`src/rtl/evt_irq_ctrl.sv`:
```
module evt_irq_ctrl #(
  parameter int AW     = 3,
  parameter int DW     = 32,
  parameter int NLINE  = 13,
  parameter int EVT_LO = 19
) (
  input  logic          clk,
  input  logic          rst_n,
  input  logic          ctrl_rst,
  input  logic [DW-1:0] raise_i,
  input  logic          wr_en,
  input  logic          rd_en,
  input  logic [AW-1:0] addr,
  input  logic [DW-1:0] wdata,
  output logic [DW-1:0] rdata,
  output logic [NLINE-1:0] irq_o
);

  localparam logic [AW-1:0] A_EVT  = AW'(1);
  localparam logic [AW-1:0] A_MASK = AW'(2);
  localparam logic [AW-1:0] A_MGMT = AW'(3);
  localparam logic [AW-1:0] A_TXC  = AW'(4);
  localparam int B_MGMT = 23;
  localparam int B_GSTP = 28;
  localparam logic [DW-1:0] EVT_KEEP = {{(DW-EVT_LO){1'b1}}, {EVT_LO{1'b0}}};

  function automatic int line_src(input int i);
    case (i)
      0:  return 27;
      1:  return 26;
      2:  return 19;
      3:  return 20;
      4:  return 25;
      5:  return 24;
      6:  return 23;
      7:  return 21;
      8:  return 31;
      9:  return 28;
      10: return 22;
      11: return 29;
      default: return 30;
    endcase
  endfunction

  logic [DW-1:0] evt_q, mask_q, evt_d, set_v, clr_v, active;

  wire wr_evt  = wr_en && (addr == A_EVT);
  wire wr_mask = wr_en && (addr == A_MASK);
  wire wr_mgmt = wr_en && (addr == A_MGMT);
  wire wr_gstp = wr_en && (addr == A_TXC) && wdata[0];

  assign set_v  = (raise_i & EVT_KEEP)
                | (DW'(wr_mgmt) << B_MGMT)
                | (DW'(wr_gstp) << B_GSTP);
  assign clr_v  = wr_evt ? wdata : '0;
  assign evt_d  = ((evt_q & ~clr_v) | set_v) & EVT_KEEP;
  assign active = evt_q & mask_q;

  always_ff @(posedge clk or negedge rst_n) begin
    if (!rst_n) begin
      evt_q  <= '0;
      mask_q <= '0;
    end else if (ctrl_rst) begin
      evt_q  <= '0;
      mask_q <= '0;
    end else begin
      evt_q <= evt_d;
      if (wr_mask) mask_q <= wdata;
    end
  end

  always_ff @(posedge clk or negedge rst_n) begin
    if (!rst_n)                      rdata <= '0;
    else if (rd_en && addr == A_EVT)  rdata <= evt_q;
    else if (rd_en && addr == A_MASK) rdata <= mask_q;
    else                             rdata <= '0;
  end

  for (genvar gi = 0; gi < NLINE; gi++) begin : g_line
    always_ff @(posedge clk or negedge rst_n) begin
      if (!rst_n) irq_o[gi] <= 1'b0;
      else        irq_o[gi] <= active[line_src(gi)];
    end
  end

endmodule

```
`config.mk`:
```
export PLATFORM = sky130hd
export DESIGN_NAME = evt_irq_ctrl
export DESIGN_NICKNAME = d
export VERILOG_FILES = /design/src/rtl/evt_irq_ctrl.sv
export SDC_FILE = /design/constraint.sdc
export NUM_CORES = 1
export LEC_CHECK = 0
export BUFFER_PORTS_ARGS = -buffer_cell sky130_fd_sc_hd__clkbuf_2
export CAP_MARGIN = 30
export CORE_MARGIN = 4
export CORE_UTILIZATION = 49
export CTS_CLUSTER_SIZE = 30
export DETAILED_ROUTE_END_ITERATION = 16
export GPL_TIMING_DRIVEN = 0
export PLACE_DENSITY_LB_ADDON = 0.2
export SKIP_LAST_GASP = 1
export SLEW_MARGIN = 0
export SYNTH_ARGS = -nofsm -noshare
export SYNTH_HDL_FRONTEND = slang
export SYNTH_SLANG_ARGS = --single-unit
export TNS_END_PERCENT = 20
```
`constraint.sdc`:
```
create_clock -name clk -period 1.1 [get_ports clk]
set_input_delay 0.055 -clock clk [delete_from_list [all_inputs] [get_ports clk]]
set_output_delay 0.055 -clock clk [all_outputs]
set_load 0.03 [all_outputs]
```
# After elaboration in Yosys (flattened, before gate mapping)
# Index checks and enable logic that the tools add are counted.
[totals]
regBits = 109
wordCells = 40
[op_classes]
reduce_logical = 8
n_mux = 6
n_eq_ne = 4
bitwise_logic = 6
[ops]
columns = ["op", "count"]
rows = [
  ["32-bit 2-to-1 mux", 6],
  ["32-bit bitwise AND", 2],
  ["32-bit NOT", 1],
  ["32-bit by 24-bit OR with 32-bit output", 1],
  ["32-bit by 29-bit OR with 32-bit output", 1],
  ["32-bit OR", 1],
  ["1-bit logical AND", 7],
  ["3-bit by 2-bit == test with 1-bit output (second input constant)", 2],
  ["3-bit by 1-bit == test with 1-bit output (second input constant)", 1],
  ["3-bit == test (second input constant)", 1],
  ["2-bit nonzero test", 1],
]

# Logic depth before layout (Yosys ltp)
# Gate-level depths: netlist of run 1.
[depth]
ltp_word = 7
mapped_depth = 5
mapped_depth_nobuf = 3

# Worst setup path after synthesis of run 1
# Ideal clock, no wire load.
[synth_path]
path_kind = "input to register"
startpoint = "input addr[2]"
endpoint = "register mask_q[6]"
setup_ps = 120
required_time_ps = 980
t_arrival_ps = 841
slack_ps = 139
stages = 4
cell_sequence = "nor4bb_4 -> nor2_1 -> buf_6 -> a22o_4"
[synth_between]
elab_chain_cells = 3
[synth_lines]
columns = ["item", "line_no", "rtl"]
rows = [
  ["from (decl)", "13", "input logic [AW-1:0] addr,"],
  ["3-bit by 2-bit == test with 1-bit output", "48", "wire wr_mask = wr_en && (addr == A_MASK);"],
  ["1-bit logical AND", "48", ""],
  ["2-bit nonzero test (no line)", "--", ""],
  ["to (signal assigned)", "68", "if (wr_mask) mask_q <= wdata;"],
  ["to (decl)", "45", "logic [DW-1:0] evt_q, mask_q, evt_d, set_v, clr_v, active;"],
]
# No other way between the ends.
# A chain may end at the register's enable or synchronous reset.

# Worst setup path in the final report of run 1
[layout_path]
startpoint = "register irq_o[11]"
endpoint = "output irq_o[11]"
[layout_lines]
columns = ["item", "line_no", "rtl"]
rows = [
  ["from (decl)", "16", "output logic [NLINE-1:0] irq_o"],
  ["from (signal, indexed assignment)", "82", "else irq_o[gi] <= active[line_src(gi)];"],
]
# No word-level cell between the ends.

==> run summary, run 1 <==
The x dimension of the die came out at 89.9 microns. Routability-driven placement finished with a final weighted congestion of approximately 0.7. The area of the core came out at approximately 6400 sq um. The pin slew with the least headroom to its limit came out at 563 ps. Using the TritonRoute via totals, the vias-per-cell ratio works out to 5.11. The hold violation total from the final report came to 0. The first element of the critical path is irq_o[11]$_DFF_PN0_.

The detailed router finished its first iteration with 51 violations. The level count of the clock H-tree came out at 3. The floorplan step defined a die boundary enclosing 8080 sq um. The worst slew slack as a fraction of its limit is around 62%. The number of buffer and inverter instances along the worst setup path came out at 1.

Row generation in the floorplan step produced 29 rows. The final layout net count is 443. In the final timing run, aggregate negative setup slack is 0 ps.

The number of global-route vias before repair is 2590. Max-cap violations in this run came to 0. At the worst endpoint, the required time is 1040 ps.

The clock buffer count from CTS came out at 9. The wire length per cell after detailed routing is 16.0 microns. The worst stage delay on the critical path is approximately 380 ps. The clock passes through at most 2 buffers. The largest total area in the synthesized netlist belongs to sky130_fd_sc_hd__dfrtp_1. The worst-skew pair later-pin latency came out at 350 ps. The worst setup path is launched from a register. For this configuration, the core starts out at a cell density of 51.2%. The number of clock sinks came out at 90. The initial antenna violation count came out at 0.

Across the VDD grid, the largest voltage drop is about 0.8 mV. The slowest stage of the critical path is the sky130_fd_sc_hd__dfrtp_1 cell. The count of buffers added on input and output ports is 97. From bottom edge to top edge, the die measures 89.9 microns.

The launching point of the worst reg2reg path is evt_q[28]$_DFF_PN0_. The number of fill cells in the layout came out at 446. The mapped cell area came out at 3290 sq um. The clock transition time at the flip-flop clock pins of the worst setup and hold paths came out at 100 ps. The leakage power is 2.38 nW. In the synthesized netlist, the number of instances is 216.

Setup slack on the worst reg-to-reg path comes out at 190 ps. The finished cells cover 4550 sq um. Of the post-synthesis cell area, the dominant cell type holds 68.5%.

The layout-stage area growth over the synthesis result is 38.2%. The antenna diode instance count came out at 0. The remaining antenna violation count is 0. The endpoint arrival time on the critical path is 920 ps. STA classifies the critical path endpoint as an output pin.

The post-DP HPWL is 4.69 mm. The first-pass iteration count of the detailed router is 4. The highest achievable clock rate is around 1.0 GHz. The placed cell area came out at about 3900 sq um. The clock period minus worst slack came out at slightly below 1000 ps. The number of pins exceeding their max-slew limit in the final report is 0. The number of warning messages in the yosys log is 0.

The mean area per synthesized cell came out at 15.2 sq um. The area of combinational cells with multiple inputs came out at 901 sq um. The overall global routing resource usage is 19.5%. Setup repair after global routing left no endpoint under its margin. Total power for the finished layout comes to a little over 6 mW.

The register bit count reported by yosys is 90. Among cell families on the critical path, the largest total delay comes from flip-flops. The final clock skew came out at 9.00 ps. The run finished with clean final reports.

The tree is rooted in a sky130_fd_sc_hd__clkbuf_8. The share of the yosys chip area belonging to registers came out at between 60% and 70%. The hold path startpoint is ctrl_rst.

The share of layout cells above drive strength 1 is 34.3%. Synthesis instantiated 21 different standard cells from the library. Summing over every cut layer, the via total after detailed routing is 2315. After detailed routing, the total wire length is 7.26 mm.

The type of the worst setup path is register to output pin. Entering global routing, the biggest net connects 52 pins. Once the clock tree was built, the setup fixing pass inserted 0 buffers.

The detailed-route DRC error count is 0. The number of nets produced by synthesis is 288. The area used by sequential logic in the layout came out at 2250 sq um.

The critical path goes through clkbuf_2. The path class of the tightest hold or removal check is input pin to register. The largest fanout of any net on the critical path is 1. In this run the power density over the cells is 1330 nW/um^2.

The first-pass GRT wire length came out at 12.5 mm. Summed over all layers, the global routing overflow is 0. The TritonCTS clock tree is built. Pin placement for this block handled 117 I/O pins. Yosys attributes the largest share of cell area to sky130_fd_sc_hd__dfrtp_1 (68%), sky130_fd_sc_hd__a22o_1 (12%), sky130_fd_sc_hd__and2_1 (6.3%), sky130_fd_sc_hd__o21a_1 (2.5%), sky130_fd_sc_hd__a21boi_1 (2.3%).

The final-report setup violation count came out at 0. The final critical path takes up 88.4% of the cycle.
cells by family (layout without fill, tap and decap cells):
group | Yosys count | count (layout) | synth area share [%]
buf+inv | 14 | 174 | 4.11
simple gates | 41 | 41 | 9.13
compound gates | 71 | 71 | 18.3
flops | 90 | 90 | 68.5
state kept, by name, indices dropped and copies added (netlist names):
register,cells
irq_o,13
evt_q,13
rdata,32
mask_q,32
layout by cell type, fill, tap and decap left out, drive strengths merged, types with 2 or more instances in the layout:
cell type	count
clkbuf	110
dfrtp	90
dlygate4sd3	46
a22o	45
and2	33
a21boi	13
o21a	11
buf	11
inv	4
and4bb	3
o31a	2
clkinv	2
through the flow:
stage	setup slack, ps	cells	utilization [%]	hold WS, ps
final	128	453	70.8	27.2
after global routing	87.5	453	70.8	33.4
after CTS	117	453	70.8	21.1
after detailed placement	-166	391	60.7	100
after global placement	-1010	390	60.3	270
after floorplan	139	216	-	-241
cell usage after synthesis:
master / number
sky130_fd_sc_hd__a21boi_0: 3
sky130_fd_sc_hd__a21boi_1: 10
sky130_fd_sc_hd__a22o_1: 44
sky130_fd_sc_hd__a22o_4: 1
sky130_fd_sc_hd__and2_1: 33
sky130_fd_sc_hd__and4b_2: 1
sky130_fd_sc_hd__and4bb_1: 1
sky130_fd_sc_hd__and4bb_2: 1
sky130_fd_sc_hd__and4bb_4: 1
sky130_fd_sc_hd__buf_12: 3
sky130_fd_sc_hd__buf_2: 3
sky130_fd_sc_hd__buf_6: 4
sky130_fd_sc_hd__clkbuf_1: 3
sky130_fd_sc_hd__dfrtp_1: 90
sky130_fd_sc_hd__inv_1: 1
sky130_fd_sc_hd__nand2_1: 1
sky130_fd_sc_hd__nor2_1: 1
sky130_fd_sc_hd__nor4b_1: 1
sky130_fd_sc_hd__nor4bb_4: 1
sky130_fd_sc_hd__o21a_1: 11
sky130_fd_sc_hd__o31a_1: 2
worst reg2reg max path, stage by stage (launching register included):
cell                       delay [ps]
sky130_fd_sc_hd__dfrtp_1          400
sky130_fd_sc_hd__a21boi_0         130
sky130_fd_sc_hd__o31a_1           280
what timing repair did:
action	in CTS	in global routing
hold endpoints to repair	84	0
hold buffers	46	0
resized for setup	0	0
setup endpoints to repair	0	0
layout make-up:
cell class	count	area share (%)
Buffer	13	2.89
Clock buffer	10	3.03
Clock inverter	6	1.05
Inverter	1	0.0826
Multi-Input combinational cell	112	19.8
Sequential cell	90	49.5
Tap cell	77	2.12
Timing Repair Buffer	144	21.5
power breakdown:
group | switching [mW] | total [mW] | internal [mW] | leakage, nW
Clock | 1.19 | 2.10 | 0.908 | 0.0937
Sequential | 0.0400 | 3.41 | 3.37 | 1.23
Combinational | 0.256 | 0.549 | 0.293 | 1.06
Total | 1.49 | 6.06 | 4.58 | 2.38
final timing paths:
path	endpoint	depth (start not counted)
worst min-delay path	evt_q[31]$_DFF_PN0_	3
min in group asynchronous	rdata[9]$_DFF_PN0_	2
worst max-delay path	irq_o[11]	1
worst max register to register	evt_q[28]$_DFF_PN0_	2
worst min register to register	rdata[0]$_DFF_PN0_	1
max in group asynchronous	mask_q[25]$_DFFE_PN0P_	3
routing by layer:
layer	global-route usage, %	vias up	share of wire, %	wire, microns
li1	-	1082	-	-
met1	23.7	1149	42	3060
met2	33.1	70	51	3680
met3	5.34	14	5.2	378
met4	7.91	0	2.0	146
met5	0	-	0	0
No activity file was read; power rests on OpenSTA's default activity.
==> inputs of run 2 (changes only) <==
Settings changed: BUFFER_PORTS_ARGS -buffer_cell sky130_fd_sc_hd__clkbuf_2 to -buffer_cell sky130_fd_sc_hd__buf_2.
==> run summary, run 2 (synthesis results as in run 1) <==
In this run the critical register-to-register path is launched from evt_q[28]$_DFF_PN0_. Counting instances, the worst hold path has a depth of 3. The maximum ir drop on the vdd rail is between 0.8 and 0.9 mV. The die is around 90 microns wide. The flow ran to the end, and the final reports show no timing, DRC or antenna violations. The starting density of the core is 51.2%. The clock tree synthesis step divided the H-tree into 3 levels.

The violation count after the first detailed-route iteration is 102. The critical path in this run is classified as register to output pin. The register-to-register path setup slack came out at 200 ps.

Setup repair after global routing left no endpoint under its margin. At the end of the flow, the number of nets in the layout was 443. The worst slew slack as a fraction of its limit is 63.7%. The element type at the critical path start is a register. The die height is 89.9 microns.

The detailed-route DRC error count came out at 0. The buffer depth of the longest clock path is 2. The period utilization came out at 86.6%. The critical path goes through buf_2.

The endpoint class of the critical path is an output pin. The logic depth of the worst register-to-register path came out at 2. Setup slack closes at about 150 ps. On the final layout, the worst clock skew is 6.09 ps. The path class of the tightest hold or removal check is input pin to register. The first element of the critical path is rdata[26]$_DFF_PN0_. The hold violation total from the final report came out at 0.

The number of buffers inserted by port buffering came out at 97. Dividing the detail-routed wire length by the instance count gives roughly 16 microns. The overall die area is approximately 8100 sq um.

The first-pass iteration count of the detailed router is 4. In the layout the commonest cells are sky130_fd_sc_hd__buf_2 (99), sky130_fd_sc_hd__dfrtp_1 (90), sky130_fd_sc_hd__dlygate4sd3_1 (46). The destination of the worst register-to-register timing path is evt_q[28]$_DFF_PN0_. The slowest cell on the critical path is sky130_fd_sc_hd__dfrtp_1. Once detailed placement completed, the half-perimeter wirelength came to 4.77 mm. The TritonCTS clock tree is built. The utilization of the core after routing came out at 70.9%. The library cell used most frequently in the layout, excluding fill and tap cells, is sky130_fd_sc_hd__buf_2.

The data required time of the critical path came out at 1040 ps. The clock buffer count from CTS is 9. The share of layout cells above drive strength 1 is 34.1%. The power per cell area is 1350 nW/um^2. The startpoint identified for the worst hold timing path is ctrl_rst. Counting every sink on the clock net gives 90. The layout-stage area growth over the synthesis result is 38.5%. The area of the core came out at around 6400 sq um.

The clock period minus worst slack came out at 952 ps. On the final layout, the worst hold slack is 32.5 ps. In the routed layout, each cell is associated on average with a via count of a little over 5. The remaining antenna violation count came out at 0.

The largest fanout of any net on the critical path came out at 1. The routed via count came out at 2328. The finished cells cover 4550 sq um. The leakage power is 2.41 nW. The number of global-route vias before repair came out at 2537. The design draws approximately 6.1 mW. The setup slack at placement is -164 ps. The number of pins exceeding their max-slew limit in the final report is 0. The initial antenna violation count is 0. The largest net degree at the start of global routing is 50. The cell at the root of the clock tree is sky130_fd_sc_hd__clkbuf_8.

The top-level port count is 117. STA puts the critical path data arrival time at 900 ps. The worst min-delay path endpoint is evt_q[23]$_DFF_PN0_. The placed cell area came out at 3900 sq um. Summed over all layers, the global routing overflow is 0.

The routed wire length came out at 7.42 mm. The first-pass GRT wire length came out at 12.2 mm. The gate family responsible for the most delay along the worst path is flip-flops. The overall global routing resource usage came out at 19.0%. On the worst path, the slowest cell contributes a delay of 380 ps.

The highest achievable clock rate is between 1 and 1.5 GHz. The number of buffers and inverters on the critical path is 1. The weighted congestion at the end of routability-driven global placement is 0.713. The clock transition time at the flip-flop clock pins of the worst setup and hold paths came out at approximately 80 ps. In the final layout, the registers with the most flip-flops are mask_q: 32 flops, rdata: 32 flops. The standard-cell row count is 29.

The final-report setup violation count is 0. The antenna diode instance count came out at 0. The clock reaches the later pin of the worst-skew pair after ~340 ps.

The total of max-cap violations is 0. The pin slew with the least headroom to its limit is 542 ps.
[run 2: cell types whose count changed in the layout (fill, tap and decap cells not counted)]
| cell | change |
|---|---|
| sky130_fd_sc_hd__buf_2 | +96 |
| sky130_fd_sc_hd__buf_4 | +1 |
| sky130_fd_sc_hd__bufinv_16 | +1 |
| sky130_fd_sc_hd__clkbuf_2 | -96 |
| sky130_fd_sc_hd__clkbuf_4 | -1 |
| sky130_fd_sc_hd__clkinv_2 | +1 |
| sky130_fd_sc_hd__clkinv_4 | -1 |
| sky130_fd_sc_hd__clkinvlp_4 | +1 |
| sky130_fd_sc_hd__inv_6 | -3 |
[run 2: stage by stage]
step	instances	setup TNS [ps]
floorplan	216	0
global placement	390	-75200
detailed placement	391	-5910
CTS	452	0
global route	452	0
finish	452	0
[run 2: power by group]
part | internal [mW] | leakage [nW] | switching, mW
logic | 0.294 | 1.09 | 0.257
registers | 3.37 | 1.23 | 0.0397
clock network | 1.09 | 0.0941 | 1.09
total | 4.76 | 2.41 | 1.39
[run 2: routing by layer]
layer  vias up  GRT usage (%)  share of wire, %
met4         0           8.16               2.0
met3        15           4.26               4.6
li1       1085              -                 -
met2        77           32.3                51
met1      1151           23.4                42
met5         -              0                 0
[run 2: timing repair]
item / 4_1_cts / 5_1_grt
hold endpoints to repair: 86 / 0
gates resized for setup: 0 / 0
buffers inserted: 0 / 0
hold buffers: 46 / 0
[run 2: worst max path at each step]
| stage | end | slack [ps] | cells past startpoint |
|---|---|---|---|
| after floorplan | mask_q[6]$_DFFE_PN0P_ | 140 | 4 |
| after global placement | evt_q[27]$_DFF_PN0_ | -790 | 1 |
| after detailed placement | evt_q[30]$_DFF_PN0_ | -160 | 5 |
| after CTS | irq_o[4] | 130 | 1 |
| after global routing | evt_q[28]$_DFF_PN0_ | 80 | 5 |
| final | rdata[26] | 150 | 1 |
[run 2: cell type report]
class	count	area [sq um]
Clock buffer	10	138
Timing Repair Buffer	144	976
Tap cell	77	96.3
Sequential cell	90	2250
Clock inverter	5	55.1
Inverter	1	3.75
Fill cell	454	1870
Buffer	13	131
Multi-Input combinational cell	112	901
